$ cat src/rtl/pwm_mm_pkg.sv
// Package: shared encodings for the multi-mode PWM generator.
// Assumes a 2-bit mode field and a 2-bit register address on the write port.
package pwm_mm_pkg;

    typedef enum logic [1:0] {
        PM_OFF  = 2'd0,
        PM_STD  = 2'd1,
        PM_FAST = 2'd2,
        PM_VAR  = 2'd3
    } pwm_mode_e;

    typedef enum logic [1:0] {
        RA_MODE = 2'd0,
        RA_DUTY = 2'd1,
        RA_HIGH = 2'd2,
        RA_LOW  = 2'd3
    } pwm_reg_e;

endpackage

$ cat src/rtl/pwm_cfg_shadow.sv
// Module: pending and active configuration registers.
// Writes land in the pending set. The active set copies the pending set
// when `load` (period boundary) is high. A write of the off mode drops the
// active mode to off at once. The fast-mode pulse spacing is computed here
// at load time, so no divider sits on the counting path.
// Assumes HL_W >= DUTY_W and HL_W >= 2.
module pwm_cfg_shadow
    import pwm_mm_pkg::*;
#(
    parameter int DUTY_W = 8,
    parameter int HL_W   = 13
) (
    input  logic              clk,
    input  logic              rst_n,
    input  logic              wr_en,
    input  logic [1:0]        wr_addr,
    input  logic [HL_W-1:0]   wr_data,
    input  logic              load,
    output pwm_mode_e         act_mode,
    output logic [DUTY_W-1:0] act_duty,
    output logic [HL_W-1:0]   act_hi,
    output logic [HL_W-1:0]   act_lo,
    output logic [DUTY_W:0]   act_span,
    output logic              force_off
);

    localparam logic [DUTY_W:0] FULL = {1'b1, {DUTY_W{1'b0}}};

    pwm_mode_e         pend_mode;
    logic [DUTY_W-1:0] pend_duty;
    logic [HL_W-1:0]   pend_hi;
    logic [HL_W-1:0]   pend_lo;

    // Fast-mode spacing: floor(FULL/d) below half scale, floor(FULL/(FULL-d)) above.
    function automatic logic [DUTY_W:0] span_of(input logic [DUTY_W-1:0] d);
        logic [DUTY_W:0] dv;
        logic [DUTY_W:0] rem;
        logic [DUTY_W:0] q;
        if (d == '0 || d == '1) begin
            return FULL;
        end
        dv  = d[DUTY_W-1] ? (FULL - {1'b0, d}) : {1'b0, d};
        rem = '0;
        q   = '0;
        for (int i = DUTY_W; i >= 0; i--) begin
            rem = {rem[DUTY_W-1:0], FULL[i]};
            if (rem >= dv) begin
                rem  = rem - dv;
                q[i] = 1'b1;
            end
        end
        return q;
    endfunction

    // An off-mode write acts immediately, bypassing the shadow.
    always_comb begin
        force_off = wr_en && (wr_addr == RA_MODE) && (wr_data[1:0] == PM_OFF);
    end

    // Pending registers: take each write as it arrives.
    always_ff @(posedge clk) begin
        if (!rst_n) begin
            pend_mode <= PM_OFF;
            pend_duty <= '0;
            pend_hi   <= '0;
            pend_lo   <= '0;
        end else if (wr_en) begin
            case (pwm_reg_e'(wr_addr))
                RA_MODE: pend_mode <= pwm_mode_e'(wr_data[1:0]);
                RA_DUTY: pend_duty <= wr_data[DUTY_W-1:0];
                RA_HIGH: pend_hi   <= wr_data;
                RA_LOW:  pend_lo   <= wr_data;
                default: ;
            endcase
        end
    end

    // Active registers: update only at a period boundary, or on a forced off.
    always_ff @(posedge clk) begin
        if (!rst_n) begin
            act_mode <= PM_OFF;
            act_duty <= '0;
            act_hi   <= '0;
            act_lo   <= '0;
            act_span <= FULL;
        end else if (force_off) begin
            act_mode <= PM_OFF;
        end else if (load) begin
            act_mode <= pend_mode;
            act_duty <= pend_duty;
            act_hi   <= pend_hi;
            act_lo   <= pend_lo;
            act_span <= span_of(pend_duty);
        end
    end

endmodule

$ cat src/rtl/pwm_period_counter.sv
// Module: tick counter for one PWM period.
// Counts from 0 to the last tick of the active mode's period. `wrap` marks
// that last tick and is the load point for new settings. Off mode has a
// one-tick period, so pending settings load on the next clock.
// Assumes the active settings change only when wrap is high or restart is high.
module pwm_period_counter
    import pwm_mm_pkg::*;
#(
    parameter int DUTY_W = 8,
    parameter int HL_W   = 13,
    localparam int CW    = HL_W + 1
) (
    input  logic              clk,
    input  logic              rst_n,
    input  logic              restart,
    input  pwm_mode_e         act_mode,
    input  logic [DUTY_W:0]   act_span,
    input  logic [HL_W-1:0]   act_hi,
    input  logic [HL_W-1:0]   act_lo,
    output logic [CW-1:0]     cnt,
    output logic [CW-1:0]     last,
    output logic              wrap
);

    localparam logic [CW-1:0] STD_LAST = CW'((1 << DUTY_W) - 1);

    // Last tick index of the current period, per mode.
    always_comb begin
        case (act_mode)
            PM_STD:  last = STD_LAST;
            PM_FAST: last = CW'(act_span) - CW'(1);
            PM_VAR:  last = CW'(act_hi) + CW'(act_lo) + CW'(1);
            default: last = '0;
        endcase
        wrap = (cnt == last);
    end

    // Advance the tick count, restarting at the boundary or on a forced off.
    always_ff @(posedge clk) begin
        if (!rst_n || restart) begin
            cnt <= '0;
        end else if (wrap) begin
            cnt <= '0;
        end else begin
            cnt <= cnt + CW'(1);
        end
    end

endmodule

$ cat src/rtl/pwm_wave_shaper.sv
// Module: output level decoder with a registered output.
// Maps the active mode, the duty, the high period and the tick count to the
// pin level, one register deep. A forced off clears the output on the next clock.
// Assumes cnt never exceeds the period's last tick.
module pwm_wave_shaper
    import pwm_mm_pkg::*;
#(
    parameter int DUTY_W = 8,
    parameter int HL_W   = 13,
    localparam int CW    = HL_W + 1
) (
    input  logic              clk,
    input  logic              rst_n,
    input  logic              force_off,
    input  pwm_mode_e         act_mode,
    input  logic [DUTY_W-1:0] act_duty,
    input  logic [HL_W-1:0]   act_hi,
    input  logic [CW-1:0]     cnt,
    output logic              pwm_out
);

    logic level;

    // Per-mode level for the current tick.
    always_comb begin
        case (act_mode)
            PM_STD:  level = (cnt < CW'(act_duty));
            PM_FAST: begin
                if (act_duty == '0) begin
                    level = 1'b0;
                end else if (act_duty == '1) begin
                    level = 1'b1;
                end else if (!act_duty[DUTY_W-1]) begin
                    level = (cnt == '0);
                end else begin
                    level = (cnt != '0);
                end
            end
            PM_VAR:  level = (cnt <= CW'(act_hi));
            default: level = 1'b0;
        endcase
    end

    // Register the level so the pin is free of decode glitches.
    always_ff @(posedge clk) begin
        if (!rst_n || force_off) begin
            pwm_out <= 1'b0;
        end else begin
            pwm_out <= level;
        end
    end

endmodule

$ cat src/rtl/pwm_multimode.sv
// Module: multi-mode PWM generator, top level.
// Joins the configuration shadow, the period counter and the output shaper.
// Assumes one tick per clock. Settings apply at period boundaries except
// an off-mode write, which applies on the next clock.
module pwm_multimode
    import pwm_mm_pkg::*;
#(
    parameter int DUTY_W = 8,
    parameter int HL_W   = 13,
    localparam int CW    = HL_W + 1
) (
    input  logic            clk,
    input  logic            rst_n,
    input  logic            wr_en,
    input  logic [1:0]      wr_addr,
    input  logic [HL_W-1:0] wr_data,
    output logic            pwm_out
);

    pwm_mode_e         act_mode;
    logic [DUTY_W-1:0] act_duty;
    logic [HL_W-1:0]   act_hi;
    logic [HL_W-1:0]   act_lo;
    logic [DUTY_W:0]   act_span;
    logic              force_off;
    logic [CW-1:0]     cnt;
    logic [CW-1:0]     last;
    logic              wrap;

    pwm_cfg_shadow #(.DUTY_W(DUTY_W), .HL_W(HL_W)) u_cfg (
        .clk       (clk),
        .rst_n     (rst_n),
        .wr_en     (wr_en),
        .wr_addr   (wr_addr),
        .wr_data   (wr_data),
        .load      (wrap),
        .act_mode  (act_mode),
        .act_duty  (act_duty),
        .act_hi    (act_hi),
        .act_lo    (act_lo),
        .act_span  (act_span),
        .force_off (force_off)
    );

    pwm_period_counter #(.DUTY_W(DUTY_W), .HL_W(HL_W)) u_cnt (
        .clk      (clk),
        .rst_n    (rst_n),
        .restart  (force_off),
        .act_mode (act_mode),
        .act_span (act_span),
        .act_hi   (act_hi),
        .act_lo   (act_lo),
        .cnt      (cnt),
        .last     (last),
        .wrap     (wrap)
    );

    pwm_wave_shaper #(.DUTY_W(DUTY_W), .HL_W(HL_W)) u_shape (
        .clk       (clk),
        .rst_n     (rst_n),
        .force_off (force_off),
        .act_mode  (act_mode),
        .act_duty  (act_duty),
        .act_hi    (act_hi),
        .cnt       (cnt),
        .pwm_out   (pwm_out)
    );

endmodule

$ cat config.mk
export PLATFORM = sky130hd
export DESIGN_NAME = pwm_multimode
export DESIGN_NICKNAME = d
export VERILOG_FILES = /design/src/rtl/pwm_mm_pkg.sv /design/src/rtl/pwm_cfg_shadow.sv /design/src/rtl/pwm_period_counter.sv /design/src/rtl/pwm_wave_shaper.sv /design/src/rtl/pwm_multimode.sv
export SDC_FILE = /design/constraint.sdc
export NUM_CORES = 1
export LEC_CHECK = 0
export BUFFER_PORTS_ARGS = -buffer_cell sky130_fd_sc_hd__buf_2
export CORE_UTILIZATION = 33
export DETAILED_ROUTE_END_ITERATION = 6
export PLACE_DENSITY = 0.48
export SLEW_MARGIN = 40
export SYNTH_ARGS = -nofsm -noshare
export SYNTH_HDL_FRONTEND = slang
export SYNTH_SLANG_ARGS = --single-unit
$ cat constraint.sdc
create_clock -name clk -period 26.6 [get_ports clk]
set_clock_uncertainty 0.05 [all_clocks]
set_input_delay 1.33 -clock clk [delete_from_list [all_inputs] [get_ports clk]]
set_output_delay 1.33 -clock clk [all_outputs]
set_load 0.05 [all_outputs]
==> results.sh, run 1 <==
export IMPL_setup_repair_after_global_routing_missed_its_margin="no"
export IMPL_crit_path_start_kind="flip-flop"
export IMPL_peak_per_stage_delay_on_the_critical_path_ns=0.63
export IMPL_timing_final_max_slew_violations=0
export IMPL_insertedDiodeCount=0
export IMPL_number_of_antenna_violations_at_the_first_check_in_global_routing=0
export IMPL_floorplan_io_pins=19
export IMPL_final_period_utilization=0.6731
export IMPL_max_cap_violations=0
export IMPL_clk_insertion_delay_late_ns=0.36
export IMPL_cts_repair_timing_setup_buffer_count=0
export IMPL_timing_worst_setup_path_type="reg -> reg"
export IMPL_clock_tree_from_tritoncts="done"
export IMPL_pin_count_of_the_biggest_net_entering_global_routing=87
export IMPL_grt_ovfl_total=0
export IMPL_detail_route_antenna_nets=0
export IMPL_shortest_period_the_worst_path_allows_ns=17.91
export IMPL_postCtsResizedCells=0
export IMPL_dr_total_vias=8095
export IMPL_timing_hold_worst_class="reg -> reg"
export IMPL_finish_net_count=1306
export IMPL_growth_of_design_area_from_synthesis_to_finish_pct=6.297
export IMPL_synth_area_mm2=0.009240
export IMPL_vias_per_cell=5.176
export IMPL_core_region_area_mm2=0.02718
export IMPL_synth_seq_area_share=0.2080
export IMPL_wl_final_um=24860
export IMPL_floorplan_rows=60
export IMPL_drive_gt1_frac=0.08473
export IMPL_max_slew_margin_rel=0.4857
export IMPL_slowest_stage="a21oi_1"
export IMPL_synth_top_cells_by_count="nand2_1, ha_1, dfxtp_1"
export IMPL_floorplan_initialDensity=0.3400
export IMPL_drt_iter0_drc=580
export IMPL_die_area_mm2=0.02867
export IMPL_detailedRoute_firstPassIterationCount=5
export IMPL_crit_required_ns=26.76
export IMPL_cp_max_fo=17
export IMPL_critPathMostFrequentCell="ha_1"
export IMPL_final_core_utilization=0.3614
export IMPL_final_setup_tns_ns=0
export IMPL_yosys_warn_count=0
export IMPL_worst_setup_hold_path_clk_slew_ns=0.07
export IMPL_post_synthesis_mean_instance_area_um2=7.687
export IMPL_cts_buffer_depth=2
export IMPL_chipHeight_um=169.3
export IMPL_synthMostInstantiatedCell="nand2_1"
export IMPL_outcome="complete, no violations"
export IMPL_gp_congestion=0.8576
export IMPL_critical_path_endpoint_type="flip-flop"
export IMPL_clock_sink_count=96
export IMPL_portBuffers=18
export IMPL_hold_viol_final=0
export IMPL_timing_critical_path_arrival_ns=18.07
export IMPL_synth_seq_cells=96
export IMPL_cts_h_tree_depth=3
export IMPL_postCtsHoldBufs=0
export IMPL_dpl_hpwl_um=18290
export IMPL_post_synth_inst_count=1202
export IMPL_global_route_wire_length_before_repair_um=40090
export IMPL_report_final_setup_viol=0
export IMPL_drc_errors=0
export IMPL_die_x_um=169.3
export IMPL_synth_top_area_frac=0.2080
export IMPL_synth_enable_flop_cells=0
export IMPL_ys_top_cells_by_area="dfxtp_1, ha_1, nand2_1, mux2i_1, o21ai_0"
export IMPL_synth_area_leader_cell="dfxtp_1"
export IMPL_synthArstFlopShare=0
export IMPL_max_freq_mhz=55.85
export IMPL_cts_root_buffer_cell="clkbuf_16"
export IMPL_synth_flop_cell="dfxtp_1"
export IMPL_worstMarginPinSlew_ns=0.7714
export IMPL_first_global_vias=7415
export IMPL_globalRouteTotalUtil=0.1755
export IMPL_avgRoutedWirePerCell_um=15.90
export IMPL_cts_made_buffers=9
export IMPL_synth_cell_type_count=100
[flip-flops by register name (all words and copies together), names as in the netlist]
register and cells:
u_cfg.act_duty 8, u_cfg.act_hi 13, u_cfg.act_lo 13, u_cfg.act_mode 2, u_cfg.act_span 9, u_cfg.pend_duty 8, u_cfg.pend_hi 13, u_cfg.pend_lo 13
u_cfg.pend_mode 2, u_cnt.cnt 14, u_shape.pwm_out 1
[stage by stage]
| step | area (um^2) | worst slack, ns | std cells | hold WS (ns) |
|---|---|---|---|---|
| after floorplan | 9266 | 10.51 | 1209 | 0.3847 |
| after global placement | 9513 | 8.657 | 1548 | 0.3978 |
| after detailed placement | 9522 | 8.940 | 1548 | 0.4023 |
| after CTS | 9821 | 8.870 | 1564 | 0.4147 |
| after global routing | 9822 | 6.917 | 1564 | 0.4353 |
| final | 9822 | 8.695 | 1564 | 0.4128 |
[routing by layer]
layer	global-route usage	wire length [um]
met1	0.2743	13840
met2	0.2500	9951
met3	0.02006	709
met4	0.04152	363
met5	0	0
[final timing paths]
| check | slack, ns | to | depth (start not counted) | startpoint |
|---|---|---|---|---|
| min | 0.41 | u_cfg.act_lo[0] | 2 | u_cfg.act_lo[0] |
| max reg2reg | 8.69 | u_cfg.act_span[0] | 74 | u_cfg.pend_duty[0] |
| min reg2reg | 0.41 | u_cfg.act_lo[0] | 2 | u_cfg.act_lo[0] |
| max | 8.69 | u_cfg.act_span[0] | 74 | u_cfg.pend_duty[0] |
[kinds of logic after synthesis]
| kind of cell | count (synthesis) | share of synthesized area |
|---|---|---|
| xor+xnor | 65 | 0.06242 |
| other cells | 1 | 0.0004058 |
| flops | 96 | 0.2080 |
| mux | 72 | 0.08097 |
| compound gates | 291 | 0.2056 |
| fa+ha+maj | 101 | 0.1376 |
| buf+inv | 120 | 0.06513 |
| simple gates | 456 | 0.2399 |
[final cells by class]
cell class                      instances  area [um^2]
Fill cell                            2936        17350
Multi-Input combinational cell        993         6753
Sequential cell                        96         1923
Tap cell                              372        465.4
Inverter                               61        229.0
Clock buffer                            9        225.2
Timing Repair Buffer                   26        152.6
Clock inverter                          7        73.82
[cells in the final DEF (no fill, tap or decap), types with 5 or more instances in the layout]
cell type / synthesis / layout
a21boi_0: 29 / 29
a21o_1: 18 / 18
a21oi_1: 65 / 65
a31oi_1: 11 / 10
and3_1: 9 / 9
and4_1: 6 / 6
buf_2: 4 / 17
buf_4: 1 / 9
clkbuf_16: 0 / 9
conb_1: 1 / 8
dfxtp_1: 96 / 95
ha_1: 100 / 100
inv_1: 57 / 57
mux2_2: 18 / 18
mux2i_1: 53 / 53
nand2_1: 189 / 189
nand2b_1: 12 / 12
nand3_1: 27 / 27
nand3b_1: 6 / 6
nand4_1: 11 / 11
nor2_1: 92 / 91
nor2b_1: 32 / 32
nor3_1: 17 / 17
nor3b_1: 5 / 5
nor4_1: 8 / 8
o211ai_1: 8 / 8
o21a_1: 11 / 11
o21ai_0: 73 / 72
o31ai_1: 12 / 12
or2_2: 5 / 5
or3_1: 11 / 11
xnor2_1: 36 / 36
xor2_1: 28 / 28
[worst max-delay path, delay by kind of cell, from the launching register on]
kind / cells / cell delay, ns
DFF: 1 / 0.33
adders and majority gates: 10 / 3.41
AOI/OAI and AO/OA: 43 / 9.65
buffers and inverters: 4 / 0.68
xor gates and xnor gates: 1 / 0.21
and+or+nand+nor: 15 / 3.01
muxes: 1 / 0.36
Power of run 1 is not shown: default switching activity piles up to over one toggle a cycle in this logic, so the estimate is an artifact.
==> run 2: changes to the inputs <==
==> constraint.sdc (replaced) <==
create_clock -name clk -period 18.35 [get_ports clk]
set_clock_uncertainty 0.05 [all_clocks]
set_input_delay 0.9175 -clock clk [delete_from_list [all_inputs] [get_ports clk]]
set_output_delay 0.9175 -clock clk [all_outputs]
set_load 0.05 [all_outputs]
==> results.sh, run 2 (synthesis gave the netlist of run 1 again) <==
export IMPL_max_slew_margin_rel=0.4777
export IMPL_max_flop_register="u_cnt.cnt"
export IMPL_clock_tree_from_tritoncts="done"
export IMPL_avgRoutedWirePerCell_um=15.75
export IMPL_drive_gt1_frac=0.09289
export IMPL_reg2reg_to="u_cfg.act_span[0]"
export IMPL_placedCellCount=1551
export IMPL_vias_per_cell=5.206
export IMPL_wl_final_um=24680
export IMPL_global_route_wire_length_before_repair_um=40890
export IMPL_die_area_mm2=0.02867
export IMPL_worstMarginPinSlew_ns=0.7824
export IMPL_critPathCapture="u_cfg.act_span[0]"
export IMPL_floorplan_rows=60
export IMPL_shortest_period_the_worst_path_allows_ns=16.71
export IMPL_critical_path_endpoint_type="flip-flop"
export IMPL_outcome="complete, no violations"
export IMPL_max_freq_mhz=59.84
export IMPL_pin_count_of_the_biggest_net_entering_global_routing=84
export IMPL_number_of_antenna_violations_at_the_first_check_in_global_routing=0
export IMPL_most_used_cells_in_the_layout_excluding_fill_and_tap_cells="nand2_1, ha_1, dfxtp_1"
export IMPL_detail_route_antenna_nets=0
export IMPL_crit_path_start_kind="flip-flop"
export IMPL_largest_register_ffs=14
export IMPL_stdcell_count=1567
export IMPL_postCtsHoldBufs=0
export IMPL_cts_h_tree_depth=3
export IMPL_detailedRoute_firstPassIterationCount=4
export IMPL_portBuffers=18
export IMPL_report_final_setup_viol=0
export IMPL_finish_net_count=1309
export IMPL_floorplan_io_pins=19
export IMPL_die_x_um=169.3
export IMPL_busiest_layer_in_global_routing="met2"
export IMPL_gp_congestion=0.8262
export IMPL_chipHeight_um=169.3
export IMPL_hold_viol_final=0
export IMPL_use_met2=0.2677
export IMPL_grt_ovfl_total=0
export IMPL_cts_root_buffer_cell="clkbuf_16"
export IMPL_setup_repair_after_global_routing_missed_its_margin="no"
export IMPL_setup_slack_ns=1.638
export IMPL_timing_final_max_slew_violations=0
export IMPL_insertedDiodeCount=0
export IMPL_drt_iter0_drc=452
export IMPL_global_route_usage_met3=0.02355
export IMPL_r2r_slack_ns=1.64
export IMPL_clk_insertion_delay_late_ns=0.36
export IMPL_dpl_hpwl_um=18660
export IMPL_r2r_cells=77
export IMPL_crit_required_ns=18.53
export IMPL_critical_path_startpoint="u_cfg.pend_duty[0]"
export IMPL_number_of_fill_cells_in_the_layout=2974
export IMPL_first_global_vias=7678
export IMPL_final_period_utilization=0.9108
export IMPL_dr_total_vias=8158
export IMPL_timing_critical_path_arrival_ns=16.89
export IMPL_final_core_utilization=0.3645
export IMPL_timing_hold_worst_class="reg -> reg"
export IMPL_final_setup_tns_ns=0
export IMPL_worstReg2RegStart="u_cfg.pend_duty[0]"
export IMPL_cts_buffer_depth=2
export IMPL_clock_sink_count=96
export IMPL_gr_met1_demand_resource=0.2673
export IMPL_pre_cts_slack_ns=0.8619
export IMPL_peak_per_stage_delay_on_the_critical_path_ns=0.47
export IMPL_final_common_cell="nand2_1"
export IMPL_slowest_stage="or3_1"
export IMPL_globalRouteTotalUtil=0.1774
export IMPL_cts_made_buffers=9
export IMPL_drc_errors=0
export IMPL_growth_of_design_area_from_synthesis_to_finish_pct=7.217
export IMPL_critPathMostFrequentCell="o21ai_0"
export IMPL_floorplan_initialDensity=0.3400
export IMPL_timing_worst_setup_path_type="reg -> reg"
export IMPL_cp_max_fo=17
export IMPL_worst_setup_hold_path_clk_slew_ns=0.07
export IMPL_core_region_area_mm2=0.02718
export IMPL_max_cap_violations=0
-- run 2: area by class of cell --
type / count / area (um^2) / share of cell area
multi-input cells: 993 / 6805 / 0.6869
clock inverters: 7 / 78.83 / 0.007957
clock buffers: 9 / 225.2 / 0.02273
well taps: 372 / 465.4 / 0.04698
flip-flops and latches: 96 / 1922 / 0.1940
inverters: 61 / 235.2 / 0.02374
repair buffers: 29 / 175.2 / 0.01768
-- run 2: critical path: cells and delay by family (launching register included) --
| kind | cells | cell delay [ns] |
|---|---|---|
| XOR/XNOR | 1 | 0.21 |
| adder cells (fa/ha/maj) | 10 | 3.23 |
| AND/OR/NAND/NOR | 13 | 2.70 |
| buffers and inverters | 6 | 1.03 |
| AO/OA/AOI/OAI | 45 | 8.24 |
| flip-flops | 1 | 0.37 |
| multiplexers | 2 | 0.71 |
-- run 2: metrics by stage --
step / hold WS [ns] / instance area (um^2)
2_1_floorplan: 0.3847 / 9266
3_3_place_gp: 0.3993 / 9535
3_5_place_dp: 0.4042 / 9544
4_1_cts: 0.4081 / 9848
5_1_grt: 0.4211 / 9907
6_report: 0.4066 / 9907
-- run 2: metal layers --
metal  part of all wire  wire length, um
met5                  0                0
met4             0.0091              224
met3              0.025              625
met2               0.42            10350
met1               0.55            13470
-- run 2: worst min-delay path by stage --
stage / from / cells after the start / end
2_1_floorplan: u_cfg.act_lo[0] / 2 / u_cfg.act_lo[0]
3_3_place_gp: u_cfg.pend_hi[5] / 2 / u_cfg.act_hi[5]
3_5_place_dp: u_cfg.pend_lo[0] / 2 / u_cfg.act_lo[0]
4_1_cts: u_cfg.pend_lo[1] / 2 / u_cfg.act_lo[1]
5_1_grt: u_cfg.pend_lo[1] / 2 / u_cfg.act_lo[1]
6_report: u_cfg.pend_lo[1] / 2 / u_cfg.act_lo[1]
-- run 2: what timing repair did --
| item | 4_1_cts | 5_1_grt |
|---|---|---|
| setup buffers | 0 | 0 |
| endpoints found under the setup margin | 0 | 1 |
| resized for setup | 0 | 16 |
Power of run 2 is left out for the same reason.
